--- src/rtl/smbs_pkg.sv ---
package smbs_pkg;

    typedef enum logic [3:0] {
        S_IDLE,
        S_ADDR,
        S_AACK_DRV,
        S_AACK_HOLD,
        S_RX,
        S_RACK_DRV,
        S_RACK_HOLD,
        S_TX,
        S_TACK_WAIT,
        S_TACK_END,
        S_WAIT_STOP
    } state_e;

    localparam logic [3:0] STAT_RX_BYTE = 4'b0000;
    localparam logic [3:0] STAT_STOP    = 4'b0001;
    localparam logic [3:0] STAT_ADDR    = 4'b0010;
    localparam logic [3:0] STAT_TX_BYTE = 4'b0100;
    localparam logic [3:0] STAT_BUS_ERR = 4'b0101;

endpackage

--- src/rtl/smbs_sync.sv ---
module smbs_sync #(
    parameter int LINES  = 2,
    parameter int STAGES = 2
) (
    input  logic             clk,
    input  logic             rst_n,
    input  logic [LINES-1:0] din,
    output logic [LINES-1:0] dout
);

    for (genvar i = 0; i < LINES; i++) begin : g_line
        logic [STAGES-1:0] pipe_d, pipe_q;

        always_comb begin
            pipe_d = {pipe_q[STAGES-2:0], din[i]};
        end

        always_ff @(posedge clk or negedge rst_n) begin
            if (!rst_n) pipe_q <= '1;
            else        pipe_q <= pipe_d;
        end

        assign dout[i] = pipe_q[STAGES-1];
    end

endmodule

--- src/rtl/smbs_cond.sv ---
module smbs_cond (
    input  logic clk,
    input  logic rst_n,
    input  logic scl_s,
    input  logic sda_s,
    output logic start_det,
    output logic stop_det,
    output logic scl_rise,
    output logic scl_fall
);

    typedef struct packed {
        logic scl;
        logic sda;
    } prev_t;

    prev_t prev_d, prev_q;

    always_comb begin
        prev_d.scl = scl_s;
        prev_d.sda = sda_s;
    end

    always_ff @(posedge clk or negedge rst_n) begin
        if (!rst_n) prev_q <= '1;
        else        prev_q <= prev_d;
    end

    assign start_det = scl_s & prev_q.scl & prev_q.sda & ~sda_s;
    assign stop_det  = scl_s & prev_q.scl & ~prev_q.sda & sda_s;
    assign scl_rise  = scl_s & ~prev_q.scl;
    assign scl_fall  = ~scl_s & prev_q.scl;

endmodule

--- src/rtl/smbs_fsm.sv ---
module smbs_fsm
    import smbs_pkg::*;
#(
    parameter int DATA_W = 8
) (
    input  logic              clk,
    input  logic              rst_n,
    input  logic [DATA_W-2:0] own_addr,
    input  logic              sda_s,
    input  logic              start_det,
    input  logic              stop_det,
    input  logic              scl_rise,
    input  logic              scl_fall,
    input  logic              host_tx_load,
    input  logic [DATA_W-1:0] host_tx_byte,
    input  logic              host_ack_wr,
    input  logic              host_ack_val,
    input  logic              host_clear,
    output logic              scl_low,
    output logic              sda_low,
    output logic              irq,
    output logic [3:0]        status,
    output logic              ack_flag,
    output logic              err_flag,
    output logic [DATA_W-1:0] rx_byte
);

    localparam int CNT_W = $clog2(DATA_W + 1);
    localparam logic [CNT_W-1:0] LAST_BIT = CNT_W'(DATA_W - 1);
    localparam logic [CNT_W-1:0] ALL_BITS = CNT_W'(DATA_W);

    typedef struct packed {
        state_e            st;
        logic [CNT_W-1:0]  cnt;
        logic [DATA_W-1:0] sh;
        logic [DATA_W-1:0] txr;
        logic              rw;
        logic              ackb;
        logic              errp;
        logic              irq;
        logic              stretch;
        logic [3:0]        stat;
        logic              ackf;
        logic              errf;
        logic [DATA_W-1:0] rxb;
        logic              scl_low;
        logic              sda_low;
    } regs_t;

    localparam regs_t RESET_VAL = '{st: S_IDLE, cnt: '0, sh: '0, txr: '0, rw: 1'b0,
                                    ackb: 1'b1, errp: 1'b0, irq: 1'b0, stretch: 1'b0,
                                    stat: STAT_RX_BYTE, ackf: 1'b0, errf: 1'b0,
                                    rxb: '0, scl_low: 1'b0, sda_low: 1'b0};

    regs_t q, d;

    function automatic regs_t post(regs_t r, logic [3:0] code, logic a, logic e, logic hold);
        regs_t o;
        o         = r;
        o.irq     = 1'b1;
        o.stat    = code;
        o.ackf    = a;
        o.errf    = e;
        o.stretch = hold;
        return o;
    endfunction

    always_comb begin
        logic [DATA_W-1:0] in_byte;
        in_byte = {q.sh[DATA_W-2:0], sda_s};
        d = q;
        d.scl_low = q.irq & q.stretch;

        if (host_tx_load) d.txr  = host_tx_byte;
        if (host_ack_wr)  d.ackb = host_ack_val;

        if (host_clear && q.irq) begin
            d.irq     = 1'b0;
            d.stretch = 1'b0;
            if (q.st == S_TX) begin
                d.sh      = host_tx_load ? host_tx_byte : q.txr;
                d.sda_low = ~d.sh[DATA_W-1];
                d.cnt     = '0;
            end
        end

        if (start_det) begin
            d.st      = S_ADDR;
            d.cnt     = '0;
            d.sda_low = 1'b0;
            d.errp    = 1'b0;
        end else if (stop_det) begin
            case (q.st)
                S_IDLE, S_ADDR: ;
                S_TX, S_TACK_WAIT, S_TACK_END: d = post(d, STAT_BUS_ERR, 1'b0, 1'b1, 1'b0);
                default: d = post(d, STAT_STOP, 1'b0, 1'b0, 1'b0);
            endcase
            d.st      = S_IDLE;
            d.sda_low = 1'b0;
            d.errp    = 1'b0;
        end else begin
            case (q.st)
                S_ADDR: if (scl_rise) begin
                    d.sh  = in_byte;
                    d.cnt = q.cnt + 1'b1;
                    if (q.cnt == LAST_BIT) begin
                        if (in_byte[DATA_W-1:1] == own_addr) begin
                            d.st = S_AACK_DRV;
                            d.rw = in_byte[0];
                        end else begin
                            d.st = S_IDLE;
                        end
                    end
                end
                S_AACK_DRV: if (scl_fall) begin
                    d.sda_low = 1'b1;
                    d.st      = S_AACK_HOLD;
                end
                S_AACK_HOLD: if (scl_fall) begin
                    d.sda_low = 1'b0;
                    d         = post(d, STAT_ADDR, 1'b1, 1'b0, 1'b1);
                    d.cnt     = '0;
                    d.st      = q.rw ? S_TX : S_RX;
                end
                S_RX: if (scl_rise) begin
                    d.sh  = in_byte;
                    d.cnt = q.cnt + 1'b1;
                    if (q.cnt == LAST_BIT) begin
                        d.rxb = in_byte;
                        d.st  = S_RACK_DRV;
                    end
                end
                S_RACK_DRV: if (scl_fall) begin
                    d.sda_low = q.ackb;
                    d.st      = S_RACK_HOLD;
                end
                S_RACK_HOLD: if (scl_fall) begin
                    d.sda_low = 1'b0;
                    d         = post(d, STAT_RX_BYTE, q.sda_low, 1'b0, 1'b1);
                    d.cnt     = '0;
                    d.st      = S_RX;
                end
                S_TX: begin
                    if (scl_rise) begin
                        d.cnt = q.cnt + 1'b1;
                        if (!q.sda_low && !sda_s) d.errp = 1'b1;
                    end else if (scl_fall && q.cnt != '0) begin
                        if (q.cnt == ALL_BITS) begin
                            d.sda_low = 1'b0;
                            d.st      = S_TACK_WAIT;
                        end else begin
                            d.sh      = q.sh << 1;
                            d.sda_low = ~d.sh[DATA_W-1] & ~q.errp;
                        end
                    end
                end
                S_TACK_WAIT: if (scl_rise) begin
                    d.sh[0] = ~sda_s;
                    d.st    = S_TACK_END;
                end
                S_TACK_END: if (scl_fall) begin
                    d      = post(d, STAT_TX_BYTE, q.sh[0], q.errp, 1'b1);
                    d.cnt  = '0;
                    d.errp = 1'b0;
                    d.st   = (q.sh[0] && !q.errp) ? S_TX : S_WAIT_STOP;
                end
                default: ;
            endcase
        end
    end

    always_ff @(posedge clk or negedge rst_n) begin
        if (!rst_n) q <= RESET_VAL;
        else        q <= d;
    end

    assign scl_low  = q.scl_low;
    assign sda_low  = q.sda_low;
    assign irq      = q.irq;
    assign status   = q.stat;
    assign ack_flag = q.ackf;
    assign err_flag = q.errf;
    assign rx_byte  = q.rxb;

endmodule

--- src/rtl/smbs_slave.sv ---
module smbs_slave #(
    parameter int DATA_W      = 8,
    parameter int SYNC_STAGES = 2
) (
    input  logic              clk,
    input  logic              rst_n,
    input  logic [DATA_W-2:0] own_addr,
    input  logic              scl_in,
    input  logic              sda_in,
    output logic              scl_drive_low,
    output logic              sda_drive_low,
    input  logic              host_tx_load,
    input  logic [DATA_W-1:0] host_tx_byte,
    input  logic              host_ack_wr,
    input  logic              host_ack_val,
    input  logic              host_clear,
    output logic              irq,
    output logic [3:0]        status,
    output logic              ack_flag,
    output logic              err_flag,
    output logic [DATA_W-1:0] rx_byte
);

    logic [1:0] lines_s;
    logic       start_det, stop_det, scl_rise, scl_fall;

    smbs_sync #(.LINES(2), .STAGES(SYNC_STAGES)) u_sync (
        .clk  (clk),
        .rst_n(rst_n),
        .din  ({scl_in, sda_in}),
        .dout (lines_s)
    );

    smbs_cond u_cond (
        .clk      (clk),
        .rst_n    (rst_n),
        .scl_s    (lines_s[1]),
        .sda_s    (lines_s[0]),
        .start_det(start_det),
        .stop_det (stop_det),
        .scl_rise (scl_rise),
        .scl_fall (scl_fall)
    );

    smbs_fsm #(.DATA_W(DATA_W)) u_fsm (
        .clk         (clk),
        .rst_n       (rst_n),
        .own_addr    (own_addr),
        .sda_s       (lines_s[0]),
        .start_det   (start_det),
        .stop_det    (stop_det),
        .scl_rise    (scl_rise),
        .scl_fall    (scl_fall),
        .host_tx_load(host_tx_load),
        .host_tx_byte(host_tx_byte),
        .host_ack_wr (host_ack_wr),
        .host_ack_val(host_ack_val),
        .host_clear  (host_clear),
        .scl_low     (scl_drive_low),
        .sda_low     (sda_drive_low),
        .irq         (irq),
        .status      (status),
        .ack_flag    (ack_flag),
        .err_flag    (err_flag),
        .rx_byte     (rx_byte)
    );

endmodule

--- config.mk ---
export PLATFORM = sky130hd
export DESIGN_NAME = smbs_slave
export DESIGN_NICKNAME = d
export VERILOG_FILES = /design/src/rtl/smbs_pkg.sv /design/src/rtl/smbs_sync.sv /design/src/rtl/smbs_cond.sv /design/src/rtl/smbs_fsm.sv /design/src/rtl/smbs_slave.sv
export SDC_FILE = /design/constraint.sdc
export NUM_CORES = 1
export LEC_CHECK = 0
export ABC_AREA = 1
export BUFFER_PORTS_ARGS = -buffer_cell sky130_fd_sc_hd__buf_2
export CAP_MARGIN = 20
export CORE_MARGIN = 1.5
export CORE_UTILIZATION = 35
export DETAILED_ROUTE_END_ITERATION = 12
export MAX_ROUTING_LAYER = met4
export PLACE_DENSITY = 0.57
export SYNTH_ARGS = -nofsm -noshare
export SYNTH_HDL_FRONTEND = slang
export SYNTH_SLANG_ARGS = --single-unit
--- constraint.sdc ---
create_clock -name clk -period 4 [get_ports clk]
set_input_delay 0 -clock clk [delete_from_list [all_inputs] [get_ports clk]]
set_output_delay 0 -clock clk [all_outputs]
set_load 0.02 [all_outputs]
* Yosys cells after proc, flatten, opt, wreduce, memory -nomap -nowiden
Cells that the tools add are included.
Word-level totals: flip-flop bits (word level) 51
Cells by class: add/subtract/negate cells 1, equal/unequal tests 33, mux-type cells 58, bitwise gates (word level) 21, reduce and logical (&&, ||, !) cells 19
Operators by type and width (count):
- 45-bit two-way mux | 4
- 11-bit case mux with 6 select lines | 1
- 8-bit two-way mux | 7
- 8-bit case mux with 3 select lines | 2
- 4-bit two-way mux | 10
- 18-bit case mux with 2 select lines | 1
- 4-bit case mux with 9 select lines | 1
- 16-bit two-way mux | 2
- 4-bit != test (second input constant) | 8
- 8-bit case mux with 4 select lines | 1
- 4-bit by 3-bit != test with 1-bit output (second input constant) | 7
- 12-bit two-way mux | 2
- 4-bit by 3-bit == test with 1-bit output (second input constant) | 5
- 18-bit two-way mux | 1
- 17-bit two-way mux | 1
- 1-bit two-way mux | 16
- 14-bit AND reduction | 1
- 4-bit == test (second input constant) | 3
- 1-bit NOT | 12
- 6-bit AND reduction | 2
- 4-bit nonzero test | 3
- 11-bit nonzero test | 1
- 1-bit AND | 9
- 3-bit by 2-bit != test with 1-bit output (second input constant) | 3
- 18 further kinds | 29

* Depth between registers and ports, before layout
word-level depth 9, mapped depth 11

* Modules after synthesis
Synthesis repeated with hierarchy kept, for this count alone.
Second synthesis, totals: cells, all modules 415, area, all modules 3010.4 µm²
Modules (own cells, without submodules):
- smbs_fsm | instances 1, cells each 396, area each 2796.4 µm², sequential area each 1077.3 µm²
- smbs_sync | instances 1, cells each 6, area each 120.1 µm², sequential area each 105.1 µm²
- smbs_cond | instances 1, cells each 13, area each 93.8 µm², sequential area each 52.6 µm²

* Worst setup path before layout
No wires, ideal clock.
path kind register to register, from reg u_cond.prev_q[1] in the netlist's numbering, to reg u_fsm.q, in the netlist u_fsm.ack_flag, arrival 1.475 ns, data required time 3.877 ns, path slack 2.402 ns, cell stages (with the launch flop) 11, path buffers 1, clock period less this slack 1.598 ns, path through dfstp_2 -> nand2_1 -> nor2_1 -> nand2_1 -> clkbuf_1 -> a21oi_1 -> inv_1 -> o21ai_1 -> nand2_1 -> nand2_1 -> nand2_1
Between the ends: longest elaborated chain between the ends 5, elaborated cells on any way between the ends 14
RTL lines:
- start, declared | line smbs_cond.sv:17 | prev_t prev_d, prev_q;
- start signal, assigned | line smbs_cond.sv:26 | else prev_q <= prev_d;
- 1-bit AND | line smbs_cond.sv:29, smbs_cond.sv:30
- 1-bit AND (on tied branches) (2 in series) | line smbs_cond.sv:30, smbs_cond.sv:29
- 3-bit by 2-bit != test with 1-bit output (no line), or another cell as far along
- 6-bit AND reduction (no line)
- end signal, assigned | line smbs_fsm.sv:173 | if (!rst_n) q <= RESET_VAL;
- end signal, assigned | line smbs_fsm.sv:174 | else q <= d;
- end, declared | line smbs_fsm.sv:55 | regs_t q, d;
Several ways; a longest one is shown, not always the timed one. The select of a mux whose other input is x is not followed. A chain may end at the register's enable or synchronous reset.

* Worst setup path after layout
from reg u_sync.g_line[1].pipe_q[1], to reg u_fsm.q, in the netlist u_fsm.rx_byte[1]
Between the ends: longest elaborated chain between the ends 5, elaborated cells on any way between the ends 10
RTL lines:
- start, declared | line smbs_sync.sv:12 | logic [STAGES-1:0] pipe_d, pipe_q;
- start signal, assigned | line smbs_sync.sv:20 | else pipe_q <= pipe_d;
- 1-bit AND | line smbs_cond.sv:29, smbs_cond.sv:30
- 1-bit AND (on tied branches) (2 in series) | line smbs_cond.sv:29, smbs_cond.sv:30
- 1-bit NOT (no line)
- 8-bit AND reduction (no line)
Several ways; a longest one is shown, not always the timed one. The select of a mux whose other input is x is not followed.

==> qor.txt <==
outcome: complete, no violations
unrepaired setup endpoints after global routing: false
antenna violations before repair: 0
synth top area cells: dfrtp_1 (36%), nand2_1 (18%), dfstp_2 (6.3%)
worst endpoint data arrival time: 2.25 ns
maximum root-to-sink buffer count: 2
I/O pin cnt: 40
CP Data Required Time: 4.22 ns
fin crit period: 2.03 ns
Port Buf Inserts: 38
peak supply drop: 0.188 mV
most common cell in the synthesized netlist: nand2_1
final wirelength: 7.46 mm
TritonRoute pass-1 iters: 5
DRC viols: 0
max_slew headroom: 55.0%
TritonCTS clock tree: done
Max FO, Critical Path: 10
width of the die: 94.0 um
portion of synthesized cell area occupied by the leading cell type: 36.3%
number of distinct library cell variants in the gate-level netlist after synthesis: 34
number of gates resized after CTS: 0
vertical die dimension: 94.0 um
count of antenna diodes in the layout: 0
number of storage elements in the synthesis netlist: 49
share of flip-flops with an asynchronous set or reset after synthesis: 100%
placer's final routability congestion estimate: 0.958
initial core utilization: 35.6%
gate family responsible for the most delay along the worst path: simple AND/OR/NAND/NOR gates
slowest cell delay on critical path: 0.56 ns
NumNets Final: 457
critical path, cell by cell: inv_1, nor2_1, nand3_2, nor2_4, inv_2, o31ai_1
number of design-rule violations left by the first detailed-router iteration: 331
number of max-slew violations in the final report: 0
final worst-path cycle share: 50.8%
Total Routing Usage GR: 18.3%
accumulated negative setup slack: 0 ns
power density cells: 435 nW/um^2
number of clock buffers inserted by TritonCTS: 5
proportion of synthesized chip area in sequential cells: 42.6%
cell type of the slowest stage on the worst timing path: dfstp_2
grt ovf: 0
most instantiated flip-flop cell in the synthesis netlist: dfrtp_1
number of enable-type register cells in the synthesized netlist: 0
maximum number of pins on one net before global-route repair: 50
clock slew seen by the registers of the worst setup and hold paths: 0.09 ns
layout cell share with drive strength beyond 1: 18.3%
area of the core: 8130 sq um
final hold violation count: 0
buffer and inverter count on the worst path: 2
Routed WL per cell: 13.9 um
deepest level of the CTS H-tree: 2
post-synthesis instance area: 2900 sq um
post-detail-place hpwl: 5.49 mm
Post-synth top cells: nand2_1 (139), dfrtp_1 (42), inv_1 (32)
Syn-to-layout area delta: 15.8%
Clock Sinks: 49
type of the worst setup path: reg -> reg
kind of path behind the tightest hold check: in -> reg
number of vias in the routed layout: 2713
worst slack at placement: 2.00 ns
post-synthesis cell count: 390
number of maximum-capacitance constraint violations: 0
number of global-route vias before repair: 2531
startpoint type of the worst setup path: register
synth warn: 0
achievable clock frequency: 0.493 GHz
largest area contributor in the synthesized netlist: dfrtp_1
transition time at the pin with the least slew margin: 0.673 ns
placement row count: 33
leak pwr: 1.79 nW
Routed Antenna Nets: 0
worst skew pair latency: 0.31 ns
post-synthesis average cell area: 7.43 sq um
Setup WS post-layout: 1.97 ns
ratio of routed vias to standard cells: 5.05
final standard cell utilization of the core: 41.3%
Die ar.: 8840 sq um
Final Setup Violations: 0
final worst clock skew: 0.00579 ns
critical path capture point type: register
first-pass GRT wire length: 12.3 mm
net count after synthesis: 415
root cell of the clock tree: clkbuf_8
layout make-up:
cell class | count | area [sq um]
timing repair buffer | 52 | 340
sequential | 49 | 1230
fill | 840 | 4780
clock inverter | 2 | 35.0
multi-input combinational | 286 | 1400
tap | 105 | 131
inverter | 38 | 143
clock buffer | 5 | 68.8
flip-flops by register name, summed over array words and instances (netlist names):
name                  count
u_fsm.q                  27
u_fsm.rx_byte             8
u_sync.g_line.pipe_q      4
u_fsm.status              3
u_cond.prev_q             2
u_fsm.ack_flag            1
u_fsm.err_flag            1
u_fsm.irq                 1
u_fsm.scl_low             1
u_fsm.sda_low             1
logic make-up (layout without fill, tap and decap cells):
group,count (synthesis),count (layout),synth area share [%]
simple gates,223,223,33.9
buf+inv,55,97,8.98
flops,49,49,42.6
compound gates,46,46,8.67
xor+xnor,7,7,2.11
mux,7,7,2.72
fa+ha+maj,2,2,0.863
other cells,1,1,0.129
worst register-to-register path, stage by stage (launching register included):
cell and delay [ns]:
dfstp_2 0.56, inv_1 0.05, nor2_1 0.51, nand3_2 0.25
nor2_4 0.24, inv_2 0.13, o31ai_1 0.20
placed cells by master, fill, tap and decap left out, types with 7 or more instances in the layout:
cell type      synthesis  final
a21oi_1                7      7
buf_2                  1     38
dfrtp_1               42     42
dfstp_2                7      7
dlygate4sd3_1          0     13
inv_1                 32     32
mux2_2                 7      7
nand2_1              139    139
nand3_1               28     28
nor2_1                28     28
o21ai_0               28     28
xnor2_1                7      7
routing by layer:
layer  wire length, um  GRT usage [%]  part of all wire, %  vias up
met5                 0              -                    0        -
met4               132           4.60                  1.8        0
met3               468           3.32                  6.3       16
met2              3480           29.4                   47      105
met1              3380           23.9                   45     1267
li1                  -              -                    -     1325
metrics by stage:
| stage | instances | hold WS [ns] | total power [W] | instance area, sq um |
|---|---|---|---|---|
| final | 537 | 0.0336 | 0.00146 | 3360 |
| after global routing | 537 | 0.0629 | 0.00157 | 3360 |
| after CTS | 536 | 0.0436 | 0.00147 | 3340 |
| after detailed placement | 516 | 0.106 | 0.00110 | 3100 |
| after global placement | 516 | 0.106 | 0.00110 | 3100 |
| after floorplan | 390 | -0.296 | 0.000981 | 2900 |
where the power goes:
part           leakage, nW  switching [W]  internal, W  total [W]
Sequential           0.625      0.0000818     0.000575   0.000656
Combinational         1.11       0.000284     0.000169   0.000453
Clock               0.0540       0.000168     0.000182   0.000349
Total                 1.79       0.000533     0.000926    0.00146
worst paths after layout:
check	slack [ns]	to	cells past startpoint	start
hold reg to reg	0.36	u_sync.g_line[1].pipe_q[1]	0	u_sync.g_line[1].pipe_q[0]
max in group asynchronous	3.26	u_fsm.q[16]	3	rst_n
hold / removal	0.03	u_fsm.q[28]	5	host_tx_byte[7]
setup / recovery	1.97	u_fsm.rx_byte[1]	6	u_sync.g_line[1].pipe_q[1]
min in group asynchronous	0.21	u_fsm.q[27]	2	rst_n
setup reg to reg	1.97	u_fsm.rx_byte[1]	6	u_sync.g_line[1].pipe_q[1]
what timing repair did:
item / in CTS / in global routing
setup endpoints to repair: 0 / 0
hold buffers: 13 / 0
hold endpoints to repair: 53 / 0
buffers inserted: 0 / 0
No activity file was read; power rests on OpenSTA's default activity.
